`src/rtl/intc_pkg.sv`:
```
// Shared types for the vectored interrupt controller.
// Assumes: two service levels at most (one maskable plus one non-maskable).
package intc_pkg;

    // Kind of handler held in one service-stack entry
    typedef enum logic [1:0] {
        SVC_NONE = 2'd0,
        SVC_MASK = 2'd1,
        SVC_NMI  = 2'd2
    } svc_kind_e;

endpackage

```
`src/rtl/intc_src_latch.sv`:
```
// Edge detector and pending flag for one request line.
// Detects a falling edge, or a rising edge when rise_sel is high.
// Edges are ignored until one clock after reset.
// When lat_en is low the flag is held clear (the line is then used as a level).
// Assumes: din is synchronous to clk.
module intc_src_latch (
    input  logic clk,
    input  logic rst_n,
    input  logic din,
    input  logic rise_sel,
    input  logic lat_en,
    input  logic clr,
    output logic evt,
    output logic pend
);

    logic prev_q;
    logic armed_q;

    // Track the previous line level and arm detection after reset
    always_ff @(posedge clk) begin
        if (!rst_n) begin
            prev_q  <= 1'b0;
            armed_q <= 1'b0;
        end else begin
            prev_q  <= din;
            armed_q <= 1'b1;
        end
    end

    assign evt = armed_q && (rise_sel ? (!prev_q && din) : (prev_q && !din));

    // Pending flag: set by an edge, cleared on acknowledge, held low when latching is off
    always_ff @(posedge clk) begin
        if (!rst_n)
            pend <= 1'b0;
        else if (!lat_en)
            pend <= 1'b0;
        else
            pend <= (pend && !clr) || evt;
    end


    pend_clr_chk: assert property (@(posedge clk) disable iff (!rst_n)
        clr && !evt |=> !pend);


    pend_set_chk: assert property (@(posedge clk) disable iff (!rst_n)
        lat_en && evt |=> pend);

endmodule

```
`src/rtl/intc_prio_arb.sv`:
```
// Fixed-priority arbiter: the lowest index with a request wins.
// Index 0 maps to maskable vector #1.
// Assumes: purely combinational; the caller qualifies valid with enable state.
module intc_prio_arb #(
    parameter  int N  = 4,
    localparam int IW = (N > 1) ? $clog2(N) : 1
) (
    input  logic [N-1:0]  req,
    output logic          valid,
    output logic [IW-1:0] idx
);

    // Scan from lowest to highest priority so the highest one is written last
    always_comb begin
        valid = |req;
        idx   = '0;
        for (int k = N - 1; k >= 0; k--) begin
            if (req[k]) idx = IW'(k);
        end
    end

endmodule

```
`src/rtl/intc_svc_stack.sv`:
```
// Two-entry service stack.
// Level 0 holds the first handler; level 1 holds only a non-maskable handler
// that preempted a maskable one.
// pop takes precedence over any push in the same cycle.
// Assumes: the caller issues a push only when the nesting rules allow it.
module intc_svc_stack
    import intc_pkg::*;
(
    input  logic       clk,
    input  logic       rst_n,
    input  logic       push_mask,
    input  logic       push_nmi,
    input  logic       pop,
    output logic [1:0] depth,
    output logic       top_nmi
);

    svc_kind_e lvl0_q;
    svc_kind_e lvl1_q;

    // Push and pop service levels
    always_ff @(posedge clk) begin
        if (!rst_n) begin
            lvl0_q <= SVC_NONE;
            lvl1_q <= SVC_NONE;
        end else if (pop) begin
            if (lvl1_q != SVC_NONE) lvl1_q <= SVC_NONE;
            else                    lvl0_q <= SVC_NONE;
        end else if (push_nmi) begin
            if (lvl0_q == SVC_NONE) lvl0_q <= SVC_NMI;
            else                    lvl1_q <= SVC_NMI;
        end else if (push_mask) begin
            lvl0_q <= SVC_MASK;
        end
    end

    // Depth and kind of the newest entry
    always_comb begin
        depth   = 2'((lvl0_q != SVC_NONE) ? 1 : 0) + 2'((lvl1_q != SVC_NONE) ? 1 : 0);
        top_nmi = (lvl1_q == SVC_NMI) || (lvl1_q == SVC_NONE && lvl0_q == SVC_NMI);
    end


    no_nest_chk: assert property (@(posedge clk) disable iff (!rst_n)
        lvl1_q != SVC_MASK);


    mask_push_idle_chk: assert property (@(posedge clk) disable iff (!rst_n)
        push_mask && !pop |-> depth == 2'd0);


    nmi_reentry_chk: assert property (@(posedge clk) disable iff (!rst_n)
        push_nmi |-> !top_nmi);


    pop_empty_chk: assert property (@(posedge clk) disable iff (!rst_n)
        pop && depth == 2'd0 |=> depth == 2'd0);

endmodule

```
`src/rtl/prio_vec_intc.sv`:
```
// Vectored interrupt controller top.
// Holds the write-only option byte and latches the five request lines.
// Arbitrates the maskable ones in fixed order and applies the nesting rules.
// Registers the dispatch strobe together with the vector address.
// Assumes: all request lines and the bus are synchronous to clk;
// reti is a one-cycle pulse.
module prio_vec_intc #(
    parameter int                ADDR_W   = 8,
    parameter int                DATA_W   = 8,
    parameter logic [ADDR_W-1:0] OPT_ADDR = 'hC8,
    parameter int                VEC_W    = 12,
    parameter logic [VEC_W-1:0]  NMI_VEC  = 'hFFC,
    parameter logic [VEC_W-1:0]  MASK_TOP = 'hFF8,
    parameter int                EL1_BIT  = 6,
    parameter int                ES2_BIT  = 5,
    parameter int                GEN_BIT  = 4
) (
    input  logic              clk,
    input  logic              rst_n,
    input  logic              wr_en,
    input  logic [ADDR_W-1:0] wr_addr,
    input  logic [DATA_W-1:0] wr_data,
    input  logic              nmi_n,
    input  logic              tmr2_n,
    input  logic              vsync,
    input  logic              tmr1_n,
    input  logic              pwr_n,
    input  logic              reti,
    output logic              irq,
    output logic [VEC_W-1:0]  vec_addr,
    output logic              in_service
);

    localparam int N_MASK = 4;
    localparam int N_SRC  = N_MASK + 1;
    localparam int IW     = $clog2(N_MASK);
    localparam int NMI_I  = 0;
    localparam int LVL_I  = 1;
    localparam int VS_I   = 2;

    logic             el1_q, es2_q, gen_q;
    logic [N_SRC-1:0] src_line;
    logic [N_SRC-1:0] src_evt;
    logic [N_SRC-1:0] src_pend;
    logic [N_SRC-1:0] src_clr;
    logic [N_MASK-1:0] mask_req;
    logic             arb_valid;
    logic [IW-1:0]    arb_idx;
    logic [1:0]       depth;
    logic             top_nmi;
    logic             take_nmi, take_mask;
    logic             wr_unused;

    assign wr_unused = ^{wr_data[DATA_W-1:EL1_BIT+1], wr_data[GEN_BIT-1:0]};

    // Option byte: full-byte write at its address, no read path
    always_ff @(posedge clk) begin
        if (!rst_n) begin
            el1_q <= 1'b0;
            es2_q <= 1'b0;
            gen_q <= 1'b0;
        end else if (wr_en && wr_addr == OPT_ADDR) begin
            el1_q <= wr_data[EL1_BIT];
            es2_q <= wr_data[ES2_BIT];
            gen_q <= wr_data[GEN_BIT];
        end
    end

    assign src_line = {pwr_n, tmr1_n, vsync, tmr2_n, nmi_n};

    // One edge detector and pending flag per request line
    for (genvar i = 0; i < N_SRC; i++) begin : g_src
        logic rise_sel_w, lat_en_w;
        if (i == VS_I) begin : g_vs
            assign rise_sel_w = es2_q;
        end else begin : g_fall
            assign rise_sel_w = 1'b0;
        end
        if (i == LVL_I) begin : g_lvl
            assign lat_en_w = !el1_q;
        end else begin : g_edge
            assign lat_en_w = 1'b1;
        end
        intc_src_latch u_latch (
            .clk      (clk),
            .rst_n    (rst_n),
            .din      (src_line[i]),
            .rise_sel (rise_sel_w),
            .lat_en   (lat_en_w),
            .clr      (src_clr[i]),
            .evt      (src_evt[i]),
            .pend     (src_pend[i])
        );
    end

    // Maskable request vector; the second-timer line is a direct level in level mode
    always_comb begin
        mask_req        = src_pend[N_SRC-1:1];
        mask_req[0]     = el1_q ? !tmr2_n : src_pend[LVL_I];
    end

    intc_prio_arb #(.N(N_MASK)) u_arb (
        .req   (mask_req),
        .valid (arb_valid),
        .idx   (arb_idx)
    );

    // Nesting rules: NMI unless an NMI is running; maskable only when idle and enabled
    always_comb begin
        take_nmi  = !reti && src_pend[NMI_I] && !top_nmi && depth != 2'd2;
        take_mask = !reti && depth == 2'd0 && gen_q && !src_pend[NMI_I] && arb_valid;
        src_clr        = '0;
        src_clr[NMI_I] = take_nmi;
        for (int k = 0; k < N_MASK; k++) begin
            if (take_mask && arb_idx == IW'(k)) src_clr[k+1] = 1'b1;
        end
    end

    intc_svc_stack u_stack (
        .clk       (clk),
        .rst_n     (rst_n),
        .push_mask (take_mask),
        .push_nmi  (take_nmi),
        .pop       (reti),
        .depth     (depth),
        .top_nmi   (top_nmi)
    );

    // Dispatch strobe and vector register
    always_ff @(posedge clk) begin
        if (!rst_n) begin
            irq      <= 1'b0;
            vec_addr <= '0;
        end else begin
            irq <= take_nmi || take_mask;
            if (take_nmi)
                vec_addr <= NMI_VEC;
            else if (take_mask)
                vec_addr <= MASK_TOP - VEC_W'(2 * (32'(arb_idx) + 1));
        end
    end

    assign in_service = depth != 2'd0;


    irq_svc_chk: assert property (@(posedge clk) disable iff (!rst_n)
        irq |-> in_service);


    vec_hold_chk: assert property (@(posedge clk) disable iff (!rst_n)
        !irq |-> $stable(vec_addr));


    gen_gate_chk: assert property (@(posedge clk) disable iff (!rst_n)
        irq && vec_addr != NMI_VEC |-> $past(gen_q));


    mask_idle_chk: assert property (@(posedge clk) disable iff (!rst_n)
        irq && vec_addr != NMI_VEC |-> !$past(in_service));

endmodule

```
`config.mk`:
```
export PLATFORM = sky130hd
export DESIGN_NAME = prio_vec_intc
export DESIGN_NICKNAME = d
export VERILOG_FILES = /design/src/rtl/intc_pkg.sv /design/src/rtl/intc_src_latch.sv /design/src/rtl/intc_prio_arb.sv /design/src/rtl/intc_svc_stack.sv /design/src/rtl/prio_vec_intc.sv
export SDC_FILE = /design/constraint.sdc
export NUM_CORES = 1
export LEC_CHECK = 0
export ABC_CLOCK_PERIOD_IN_PS = 1700
export CAP_MARGIN = 40
export CORE_UTILIZATION = 38
export CTS_CLUSTER_DIAMETER = 120
export DETAILED_ROUTE_END_ITERATION = 16
export PLACE_DENSITY = 0.8
export SYNTH_ARGS = -nofsm -noshare
export SYNTH_HDL_FRONTEND = slang
export SYNTH_SLANG_ARGS = --single-unit
```
`constraint.sdc`:
```
create_clock -name clk -period 1.7 [get_ports clk]
set_input_delay 0.34 -clock clk [delete_from_list [all_inputs] [get_ports clk]]
set_output_delay 0.34 -clock clk [all_outputs]
set_load 0.005 [all_outputs]
```
==> impl_metrics.toml <==
[setup_path]
arrival_ps = 2030
path_cells = "or3_4 -> or4b_4 -> a21oi_4 -> o221a_2"
crit_buf_inv = 0
critPathMaxFanout = 5
crit_required_ps = 1960
critPathLaunchType = "flop"
critical-path-max-stage-delay_ps = 560
path_class = "flop to flop"
crit_path_end_kind = "flop"
cp_slowest_cell = "or4b_4"
crit_family = "simple AND/OR/NAND/NOR gates"

[clocking]
clock_path_buffers = 2
clockRootBuffer = "clkbuf_4"
cts_tree = "built"
cts_made_buffers = 3
clk_pin_slew_ps = 120
insertion_delay_ps = 310
htreeDepth = 1
hold_buffers = 0
cts.sinks = 23

[synth]
synth_compound_area_frac = 0.215
yosys.area.top_type = "dfxtp_1"
synth.avg_cell_area_um2 = 9.32
yosys_most_used_dff = "dfxtp_1"
synth_fa_ha_area_frac = 0
syn_area_um2 = 970
synth.distinct_cells = 36
synth_top_family_by_area = "simple AND/OR/NAND/NOR gates"
yosys_register_bits = 23
synthSimpleGateAreaFrac = 0.221
syn_nets = 129
ys_seq_area_frac = 0.475
synth-edff-count = 0
synth_cells = 104
synth_area_leaders = "dfxtp_1, buf_4, a21oi_1"
synthArstFlopShare = 0
synthMuxAreaShare = 0
yosysTopAreaCellShare = 0.475
synth_xor_area_frac = 0
ys.warnings.count = 0

[floorplan]
die_y_um = 52.5
ios = 39
start_util = 0.422
core_mm2 = 0.00230
die_area_mm2 = 0.00276
dieWidth_um = 52.5
placementRows = 17

[detailed_routing]
drt_drc_violations_left = 0
num_vias = 872
wl_um = 2100
antenna_left = 0
routedWlPerCell_um = 12.7
viasPerCell = 5.25
first_iter_violations = 11
drt_pass1_iterations = 4

[timing]
finalCriticalPeriod_ps = 1780
whs_ps = 489
fin_skew_ps = 8.43
fin_crit_sh = 1.04
maxSlewViolCount = 0
timing.fmax_ghz = 0.563
finalSetupViolCount = 5
final_hold_viol_count = 0
tns_ps = -124
layout_setup_ws_ps = -75.5
rsz0062_at_grt = "true"

[worst_hold_path]
hold_path_class = "flop to flop"

[cells_and_area]
synthToLayoutAreaGrowth_pct = 41.4
num_antenna_cells = 0
most-common-layout-cells = "clkdlybuf4s50_1, dfxtp_1, nor2_1"
fillers = 188
layout_commonest_cell = "clkdlybuf4s50_1"
drive_above_1_share = 0.167
finalNetCount = 164

[power]
power_frac_clock = 0.263
p_leak_nw = 0.512
p_int_mw = 0.717
combPwrFrac = 0.123
vdd_drop_max_uv = 390
p_seq_frac = 0.614
p_total_mw = 0.922
power_switching_mw = 0.205
swShare = 0.222
p_per_area_mw_per_mm2 = 672

[global_routing]
grtUsageTotal = 0.170
overflow = 0
antenna_found_initial = 0
grt_pass1_vias = 813
grt_pass1_wl_um = 3410
grt_max_degree = 18

[run_status]
status = "finished, violations left"
violations = "setup timing"

[placed_design]
port_buffers = 32
dp_hpwl_um = 1510
place_congestion = 0.753

[flow_run]
cap_viol_max_count = 0
-- through the flow --
step                      cell area [um2]  utilization  setup WS, ps  std cells
after floorplan                       971            -         -9.34        104
final                                1370        0.597         -75.5        166
after global routing                 1370        0.597          -125        166
after global placement               1300        0.566          -163        160
after CTS                            1350        0.587         -33.1        166
after detailed placement             1300        0.566          -176        160
-- power groups by stage --
| stage | clock network (mW) | registers, mW | logic [mW] |
|---|---|---|---|
| after CTS | 0.248 | 0.565 | 0.111 |
| after detailed placement | 0 | 0.577 | 0.110 |
| after global placement | 0 | 0.576 | 0.106 |
| final | 0.243 | 0.566 | 0.113 |
| after global routing | 0.270 | 0.569 | 0.123 |
| after floorplan | 0 | 0.575 | 0.0439 |
-- synth_stat cells, drive strengths merged (2+ instances only) --
cell / number
nor3: 5
nor2: 9
nand2: 6
a21oi: 8
o21ai: 7
a21o: 2
clkbuf: 2
or3: 2
dfxtp: 23
o31a: 2
nand3b: 2
o221a: 2
nand3: 3
inv: 2
buf: 8
and2: 4
-- worst min-delay path: stages (launching register included) --
cell      delay [ps]
dfxtp_1          310
nand3b_1          70
a21oi_1           60
-- cells by family (layout without fill, tap and decap cells) --
logic type | after synthesis | in the layout
and+or+nand+nor | 38 | 39
AOI/OAI and AO/OA | 29 | 29
DFF | 23 | 23
buffers and inverters | 13 | 46
other | 1 | 1
-- metal layers --
| metal | up-vias | wire length [um] | global-route usage |
|---|---|---|---|
| met2 | 26 | 1010 | 0.289 |
| li1 | 435 | - | - |
| met5 | - | 0 | 0 |
| met3 | 4 | 86 | 0.0261 |
| met4 | 0 | 30 | 0.0789 |
| met1 | 407 | 975 | 0.208 |
-- cell type report --
| type | count | area (um2) | share of cell area |
|---|---|---|---|
| clock buffers | 4 | 26.3 | 0.0192 |
| inverters | 3 | 11.3 | 0.00821 |
| multi-input cells | 69 | 463 | 0.338 |
| flip-flops and latches | 23 | 464 | 0.339 |
| well taps | 28 | 35.0 | 0.0255 |
| repair buffers | 39 | 372 | 0.271 |
-- sequential cells by signal (all words and copies together) (netlist names) --
register and flops:
gen_q 1, g_src.u_latch.armed_q 1, g_src.u_latch.pend 5, el1_q 1, u_stack.lvl1_q 1, g_src.u_latch.prev_q 5, irq 1, u_stack.lvl0_q 2
es2_q 1, vec_addr 5
-- timing repair --
action                                  4_1_cts  5_1_grt
setup buffers                                 1        0
resized for setup                             4        4
endpoints found under the setup margin        6       16
cloned                                        1        0
pin swaps                                     0        4
-- path summary, 6_finish.rpt --
path | slack (ps) | start | cells past startpoint | to
worst max-delay path | -80 | u_stack.lvl0_q[1] | 4 | u_stack.lvl0_q[0]
worst min-delay path | 490 | g_src[4].u_latch.prev_q | 2 | g_src[4].u_latch.pend
worst max register to register | -80 | u_stack.lvl0_q[1] | 4 | u_stack.lvl0_q[0]
worst min register to register | 490 | g_src[4].u_latch.prev_q | 2 | g_src[4].u_latch.pend
Note: power is estimated with default switching activity, not from simulation.
